==> config.mk <==
export PLATFORM = sky130hd
export DESIGN_NAME = fcmp_cond_unit
export DESIGN_NICKNAME = d
export VERILOG_FILES = /design/src/rtl/fcmp_pkg.sv /design/src/rtl/fcmp_unpack.sv /design/src/rtl/fcmp_order.sv /design/src/rtl/fcmp_status.sv /design/src/rtl/fcmp_cond_unit.sv
export SDC_FILE = /design/constraint.sdc
export NUM_CORES = 1
export LEC_CHECK = 0
export BUFFER_PORTS_ARGS = -buffer_cell sky130_fd_sc_hd__buf_4
export CORE_UTILIZATION = 47
export CTS_CLUSTER_DIAMETER = 40
export DETAILED_ROUTE_END_ITERATION = 7
export GPL_TIMING_DRIVEN = 0
export PLACE_DENSITY = 0.82
export REMOVE_ABC_BUFFERS = 1
export SETUP_SLACK_MARGIN = 0.3
export SLEW_MARGIN = 20
export SYNTH_ARGS = -nofsm -noshare
export SYNTH_HDL_FRONTEND = slang
export SYNTH_SLANG_ARGS = --single-unit
==> constraint.sdc <==
create_clock -name clk -period 1.9 [get_ports clk]
set_input_delay 0.285 -clock clk [delete_from_list [all_inputs] [get_ports clk]]
set_output_delay 0.285 -clock clk [all_outputs]
set_load 0.1 [all_outputs]
==> src/rtl/fcmp_pkg.sv <==
`timescale 1ns/1ps
package fcmp_pkg;
  localparam int SP_EXP  = 8;
  localparam int SP_FRAC = 23;
  localparam int DP_EXP  = 11;
  localparam int DP_FRAC = 52;
  localparam int SP_W    = 1 + SP_EXP + SP_FRAC;
  localparam int DP_W    = 1 + DP_EXP + DP_FRAC;
  localparam int MAG_W   = DP_EXP + DP_FRAC;

  typedef enum logic [1:0] {
    CC_EQ = 2'd0,
    CC_LT = 2'd1,
    CC_GT = 2'd2,
    CC_UN = 2'd3
  } cc_e;

  typedef struct packed {
    logic             sign;
    logic             nan;
    logic             zero;
    logic [MAG_W-1:0] mag;
  } opnd_t;
endpackage

==> src/rtl/fcmp_unpack.sv <==
`timescale 1ns/1ps
module fcmp_unpack
  import fcmp_pkg::*;
#(
  parameter int EXP_W  = 8,
  parameter int FRAC_W = 23,
  localparam int FMT_W = 1 + EXP_W + FRAC_W
) (
  input  logic [FMT_W-1:0] word,
  output opnd_t            info
);
  logic [EXP_W-1:0]  exp_f;
  logic [FRAC_W-1:0] frac_f;

  always_comb begin
    exp_f       = word[FRAC_W +: EXP_W];
    frac_f      = word[FRAC_W-1:0];
    info.sign   = word[FMT_W-1];
    info.nan    = (&exp_f) && (|frac_f);
    info.zero   = ~|{exp_f, frac_f};
    info.mag    = MAG_W'({exp_f, frac_f});
  end
endmodule

==> src/rtl/fcmp_order.sv <==
`timescale 1ns/1ps
module fcmp_order
  import fcmp_pkg::*;
(
  input  opnd_t a,
  input  opnd_t b,
  output cc_e   cc_o
);
  logic mag_lt;

  always_comb begin
    mag_lt = a.mag < b.mag;
    if (a.nan || b.nan)
      cc_o = CC_UN;
    else if (a.zero && b.zero)
      cc_o = CC_EQ;
    else if (a.sign != b.sign)
      cc_o = a.sign ? CC_LT : CC_GT;
    else if (a.mag == b.mag)
      cc_o = CC_EQ;
    else if (mag_lt ^ a.sign)
      cc_o = CC_LT;
    else
      cc_o = CC_GT;
  end
endmodule

==> src/rtl/fcmp_status.sv <==
`timescale 1ns/1ps
module fcmp_status
  import fcmp_pkg::*;
(
  input  logic clk,
  input  logic rst_n,
  input  logic start,
  input  cc_e  cc_in,
  input  logic trap_en,
  input  logic stat_wr,
  input  logic stat_wdata,
  output cc_e  cc_q,
  output logic acc_q,
  output logic trap_q,
  output logic done_q
);
  cc_e  cc_d;
  logic acc_d, trap_d, done_d, unord;

  always_comb begin
    unord  = start && (cc_in == CC_UN);
    cc_d   = start ? cc_in : cc_q;
    acc_d  = (stat_wr ? stat_wdata : acc_q) | (unord & ~trap_en);
    trap_d = unord & trap_en;
    done_d = start;
  end

  always_ff @(posedge clk or negedge rst_n) begin
    if (!rst_n) begin
      cc_q   <= CC_EQ;
      acc_q  <= 1'b0;
      trap_q <= 1'b0;
      done_q <= 1'b0;
    end else begin
      cc_q   <= cc_d;
      acc_q  <= acc_d;
      trap_q <= trap_d;
      done_q <= done_d;
    end
  end

  p_trap_unord_r6: assert property (@(posedge clk) disable iff (!rst_n)
    trap_q |-> (cc_q == CC_UN) && done_q);
  p_trap_acc_keep_r6: assert property (@(posedge clk) disable iff (!rst_n)
    (start && trap_en && !stat_wr) |=> $stable(acc_q));
  p_no_trap_masked_r7: assert property (@(posedge clk) disable iff (!rst_n)
    (start && !trap_en) |=> !trap_q);
  p_acc_set_r7: assert property (@(posedge clk) disable iff (!rst_n)
    (start && !trap_en && cc_in == CC_UN) |=> acc_q);
  p_acc_sticky_r8: assert property (@(posedge clk) disable iff (!rst_n)
    (acc_q && !stat_wr) |=> acc_q);
  p_done_pulse_r9: assert property (@(posedge clk) disable iff (!rst_n)
    start |=> done_q);
  p_done_idle_r9: assert property (@(posedge clk) disable iff (!rst_n)
    !start |=> !done_q && !trap_q);
  p_cc_hold_r9: assert property (@(posedge clk) disable iff (!rst_n)
    !start |=> $stable(cc_q));
endmodule

==> src/rtl/fcmp_cond_unit.sv <==
`timescale 1ns/1ps
module fcmp_cond_unit
  import fcmp_pkg::*;
(
  input  logic            clk,
  input  logic            rst_n,
  input  logic            start,
  input  logic            dbl_sel,
  input  logic [DP_W-1:0] op_a,
  input  logic [DP_W-1:0] op_b,
  input  logic            inv_trap_en,
  input  logic            stat_wr,
  input  logic            stat_acc_wdata,
  output logic [1:0]      cc,
  output logic            acc_invalid,
  output logic            trap_req,
  output logic            done
);
  localparam int N_SIDE = 2;

  opnd_t side [N_SIDE];
  cc_e   cc_comb;
  cc_e   cc_reg;

  for (genvar g = 0; g < N_SIDE; g++) begin : g_side
    logic [DP_W-1:0] word;
    opnd_t sp_i, dp_i;
    assign word = (g == 0) ? op_a : op_b;

    fcmp_unpack #(.EXP_W(SP_EXP), .FRAC_W(SP_FRAC)) u_sp (
      .word (word[SP_W-1:0]),
      .info (sp_i)
    );
    fcmp_unpack #(.EXP_W(DP_EXP), .FRAC_W(DP_FRAC)) u_dp (
      .word (word),
      .info (dp_i)
    );
    assign side[g] = dbl_sel ? dp_i : sp_i;
  end

  fcmp_order u_order (
    .a    (side[0]),
    .b    (side[1]),
    .cc_o (cc_comb)
  );

  fcmp_status u_status (
    .clk        (clk),
    .rst_n      (rst_n),
    .start      (start),
    .cc_in      (cc_comb),
    .trap_en    (inv_trap_en),
    .stat_wr    (stat_wr),
    .stat_wdata (stat_acc_wdata),
    .cc_q       (cc_reg),
    .acc_q      (acc_invalid),
    .trap_q     (trap_req),
    .done_q     (done)
  );

  assign cc = cc_reg;

  p_nan_unord_r1: assert property (@(posedge clk) disable iff (!rst_n)
    (start && (side[0].nan || side[1].nan)) |=> (cc == 2'd3));
  p_zero_equal_r4: assert property (@(posedge clk) disable iff (!rst_n)
    (start && side[0].zero && side[1].zero) |=> (cc == 2'd0));
  p_sign_order_r5: assert property (@(posedge clk) disable iff (!rst_n)
    (start && !side[0].nan && !side[1].nan && side[0].sign && !side[1].sign
     && !(side[0].zero && side[1].zero)) |=> (cc == 2'd1));
endmodule

### Yosys cells after proc, flatten, opt, wreduce, memory -nomap -nowiden

Index checks and enable logic that the tools add are counted.
Widths: inputs -> output; s select.

* magnitude comparators: 1
* equal/unequal tests: 3
* muxes and demuxes: 9
* bitwise logic cells: 5
* reductions and logical operators: 23

Operators by type and width (number)
* $mux 66: 2
* $reduce_or 63->1: 2
* $reduce_or 52->1: 2
* $eq 63x63->1: 1
* $lt 63x63->1: 1
* $reduce_or 31->1: 2
* $reduce_or 23->1: 2
* $reduce_and 11->1: 2
* $reduce_and 8->1: 2
* $mux 2: 6
* $logic_and 1x1->1: 6
* $logic_not 1->1: 4
* $and 1x1->1: 2
* $eq 2x2->1 const B: 1
* $logic_or 1x1->1: 1
* $mux 1: 1
* $ne 1x1->1: 1
* $not 1->1: 1
* $or 1x1->1: 1
* $xor 1x1->1: 1

* bits in registers: 5
* bits of input ports: 135
* output and inout bits: 5
* word-level logic and storage cells: 45

### Longest topological paths before layout

* depth after elaboration: 14
* mapped depth: 12
* mapped depth without buffers: 9

### By module

From an unflattened synthesis, not the netlist that was laid out.

* cells, all modules: 740
* area, all modules: 6268.5 um^2

By module, submodules not included
* fcmp_cond_unit: times used 1, cells each 147, area an instance 1928.1 um^2, seq. area each 0.0 um^2
* fcmp_order: times used 1, cells each 239, area an instance 1687.9 um^2, seq. area each 0.0 um^2
* fcmp_unpack (g_side[0].u_dp ...): times used 2, cells each 90, area an instance 651.9 um^2, seq. area each 0.0 um^2
* fcmp_unpack (g_side[0].u_sp ...): times used 2, cells each 81, area an instance 586.8 um^2, seq. area each 0.0 um^2
* fcmp_status: times used 1, cells each 12, area an instance 175.2 um^2, seq. area each 125.1 um^2

### Worst setup path after synthesis

OpenSTA, ideal clock, no wires.

* path kind: input-to-reg
* from: input port dbl_sel
* to: register u_status.cc_q[0]
* setup time: 120 ps
* arrival time: 2600 ps
* required time: 1780 ps
* setup slack: -819 ps
* stages on the path: 12
* path buffers: 3
* cells stage by stage: clkbuf_1 clkbuf_1 clkbuf_1 nand2_1 ha_1 nand4_1 nor4_1 a22oi_1 o211ai_1 a21o_1 o21ai_0 a31o_1

* longest elaborated chain between the ends: 8
* elaborated cells between the ends (all ways): 14
* those cells by class: order compare (1); eq/ne (2); mux (8); bitwise (1); reduce/logical (2)

RTL lines
* from (decl): RTL line fcmp_cond_unit.sv:8 `input logic dbl_sel,`
* $mux 66: RTL line fcmp_cond_unit.sv:38 `assign side[g] = dbl_sel ? dp_i : sp_i;`
* $lt 63x63->1: RTL line fcmp_order.sv:12 `mag_lt = a.mag < b.mag;`
* $xor 1x1->1: RTL line fcmp_order.sv:21 `else if (mag_lt ^ a.sign)`
* $mux 2: RTL line fcmp_order.sv:21
* $mux 2: RTL line fcmp_order.sv:19 `else if (a.mag == b.mag)`
* $mux 2: RTL line fcmp_order.sv:17 `else if (a.sign != b.sign)`
* $mux 2: RTL line fcmp_order.sv:15 `else if (a.zero && b.zero)`
* $mux 2 *: RTL line fcmp_order.sv:13 `if (a.nan || b.nan)`
* to (signal assigned): RTL line fcmp_status.sv:30 `cc_q <= CC_EQ;`
* to (signal assigned): RTL line fcmp_status.sv:35 `cc_q <= cc_d;`
* to (decl): RTL line fcmp_status.sv:12 `output cc_e cc_q,`

Every way passes the cells marked *; elsewhere a longest branch is shown, timed or not.
A chain may end at the register's enable or synchronous reset.

### Worst setup path in the final report

* from: input port op_a[16]
* to: register u_status.cc_q[0]

* longest elaborated chain between the ends: 8
* elaborated cells between the ends (all ways): 19
* those cells by class: order compare (1); eq/ne (1); mux (6); bitwise (1); reduce/logical (10)

RTL lines
* from (decl): RTL line fcmp_cond_unit.sv:9 `input logic [DP_W-1:0] op_a,`
* $mux 66 *: RTL line fcmp_cond_unit.sv:38
* $lt 63x63->1: RTL line fcmp_order.sv:12
* $xor 1x1->1: RTL line fcmp_order.sv:21
* $mux 2: RTL line fcmp_order.sv:21
* $mux 2: RTL line fcmp_order.sv:19
* $mux 2: RTL line fcmp_order.sv:17
* $mux 2: RTL line fcmp_order.sv:15
* $mux 2 *: RTL line fcmp_order.sv:13

Marked as above.

==> metrics.yaml <==
yosys:
  syn-instance-count: 363
  synth.avg_cell_area_um2: 6.91
  synth_area_leaders: "ha_1 (31%), and2_1 (8.5%), nand2_1 (7.6%)"
  synth-async-reset-ratio_pct: 100
  ys_seq_area_share_pct: 4.99
  synth_top_area_share_pct: 31.4
  yosysWarningCount: 0
  synth.distinct_cells: 38
  synth_top_cell_by_area: "ha_1"
  syn_area_um2: 2510
  ys_ff_latch: 5
  yosysMostFrequentCell: "ha_1"
  synth-edff-count: 0
  synth-main-ff-cell: "dfrtp_1"
  synth_common_cells: "ha_1 (63), nand2_1 (51), and2_1 (34), inv_1 (33), a21oi_1 (30)"
worst_setup_path:
  path_class: "in -> reg"
  endpoint_kind: "register"
  arrival_ns: 2.26
  crit_fanout: 3
  startpoint_type: "primary input"
  worstPathRequired_ns: 2.01
clocking:
  clock_latency_ns: 0.22
  clock_sinks: 5
  htreeDepth: 1
  clockBufferDepth: 2
  cts_tree: "done"
  root_buffer: "clkbuf_8"
  clkSlewWorstSetupHoldPaths_ns: 0.03
  cts_buffers: 3
cells_and_area:
  drive_above_1_share_pct: 34.3
  finalNetCount: 703
  nFillCells: 405
  register_area_um2: 125
  n_antenna_cell: 0
  area_growth_pct: 56.1
  multiInputGateArea_um2: 2390
detailed_routing:
  antenna_left: 0
  totalWireLength_um: 8450
  via_count: 3288
  viasPerCell: 5.73
  drtIter0Drc: 162
  drt-pass1-iter-count: 4
  post-route-drc-count: 0
  wl_per_cell_um: 14.7
place:
  dp_hpwl_um: 6920
  portBuffers: 139
  gp_congestion: 0.885
floorplan:
  die_x_um: 75.0
  dieArea_um2: 5630
  start_util_pct: 49.1
  ios: 140
  die_h_um: 75.0
  core_area_um2: 5110
  rows: 26
timing:
  hold_viol: 0
  rsz0062_at_grt: "true"
  worstMarginPinSlew_ns: 0.587
  fin_skew_ns: 0
  setup_tns_ns: -0.470
  relSlewSlack_pct: 60.5
  drv_slew: 0
  post-route-period-util_pct: 113
  fmax_mhz: 464
  setup_violations: 2
  min_period_ns: 2.15
  setup_slack_ns: -0.253
global_route:
  grt_util_all_layers_pct: 29.3
  grt_use_met3_pct: 3.21
  grt_pass1_wl_um: 12800
  grt_pass1_vias: 3139
  grt_remaining_overflow: 0
  grt_busiest_layer: "met2"
  antenna_found_initial: 0
  grt_util_met2_pct: 56.6
  grt_max_degree: 72
  gr-usage-met1_pct: 33.8
pwr:
  p_leak_nw: 1.93
  power_mw: 1.15
  max-vdd-ir-drop_mv: 0.263
  power_density_nw_per_um2: 294
outcome:
  status: "finished with violations"
  violations: "negative setup slack"
hold_path:
  worst_hold_path_type: "in -> reg"
flow_run:
  max-cap-violations: 0
[power by group]
part	total [mW]	switching, mW	internal, mW
clock	0.198	0.0539	0.144
combinational	0.830	0.426	0.404
sequential	0.124	0.00679	0.117
total	1.15	0.486	0.665
[registers in the layout, indices dropped and copies added, names as in the netlist]
| name | count |
|---|---|
| u_status.cc_q | 2 |
| u_status.done_q | 1 |
| u_status.acc_q | 1 |
| u_status.trap_q | 1 |
[routing by layer]
metal	up-vias	part of all wire (%)
li1	1655	-
met1	1513	42
met2	106	51
met3	14	5.5
met4	0	1.6
met5	-	0
[worst max-delay path: stages]
cell and delay, ns:
buf_4 0.11, nor4_1 0.34, nand4_1 0.28, buf_4 0.22
o21ai_1 0.18, a21boi_0 0.27, nand4_1 0.17, o22a_1 0.21
a31o_1 0.19
[final timing paths]
check | slack, ns | to | from | cells after the start
max | -0.25 | u_status.cc_q[0] | op_a[16] | 9
max in group asynchronous | 1.40 | u_status.cc_q[1] | rst_n | 2
min reg2reg | 0.52 | u_status.acc_q | u_status.acc_q | 2
min in group asynchronous | 0.40 | u_status.trap_q | rst_n | 2
max reg2reg | 1.02 | u_status.cc_q[0] | u_status.cc_q[0] | 2
min | 0.23 | u_status.done_q | start | 1
[layout by cell type, fill, tap and decap left out, types with 8 or more instances in the layout]
cell type  count
inv_1         33
ha_1          62
nor3_1         8
nand4_1       25
nand3_1       15
a21oi_1       28
nor4_1        25
nand2_1       51
buf_4        138
and2_1        31
[stage by stage]
step           worst slack (ns)  area (um^2)  utilization (%)  hold WS [ns]  cells
6_report                 -0.253         3920             76.7         0.232    574
5_1_grt                  -0.332         3920             76.7         0.231    574
4_1_cts                  -0.244         3790             74.2         0.217    571
3_5_place_dp             -0.809         3610             70.7        0.0893    564
3_3_place_gp             -0.763         3610             70.7        0.0868    564
2_1_floorplan            -0.275         2480                -       -0.0106    355
[cell type report]
cell class / instances / share of cell area (%)
inverters: 33 / 3.16
clock buffers: 4 / 1.15
repair buffers: 145 / 29.2
well taps: 70 / 2.24
multi-input cells: 317 / 61.0
flip-flops and latches: 5 / 3.20
[cell families (layout without fill, tap and decap cells)]
kind of cell	Yosys count	after routing	share of synthesized area [%]
adders and majority gates	63	63	31.4
muxes	3	3	1.25
buffers and inverters	41	182	6.14
DFF	5	5	4.99
and+or+nand+nor	183	183	39.5
AOI/OAI and AO/OA	68	68	16.7
[repair_timing]
item	CTS	global route
hold buffers	1	0
setup endpoints to repair	4	4
pin swaps	17	14
cloned	0	1
endpoints found under the hold margin	5	0
buffers inserted	2	2
resized for setup	24	16
Power figures use the tool's default switching activity.
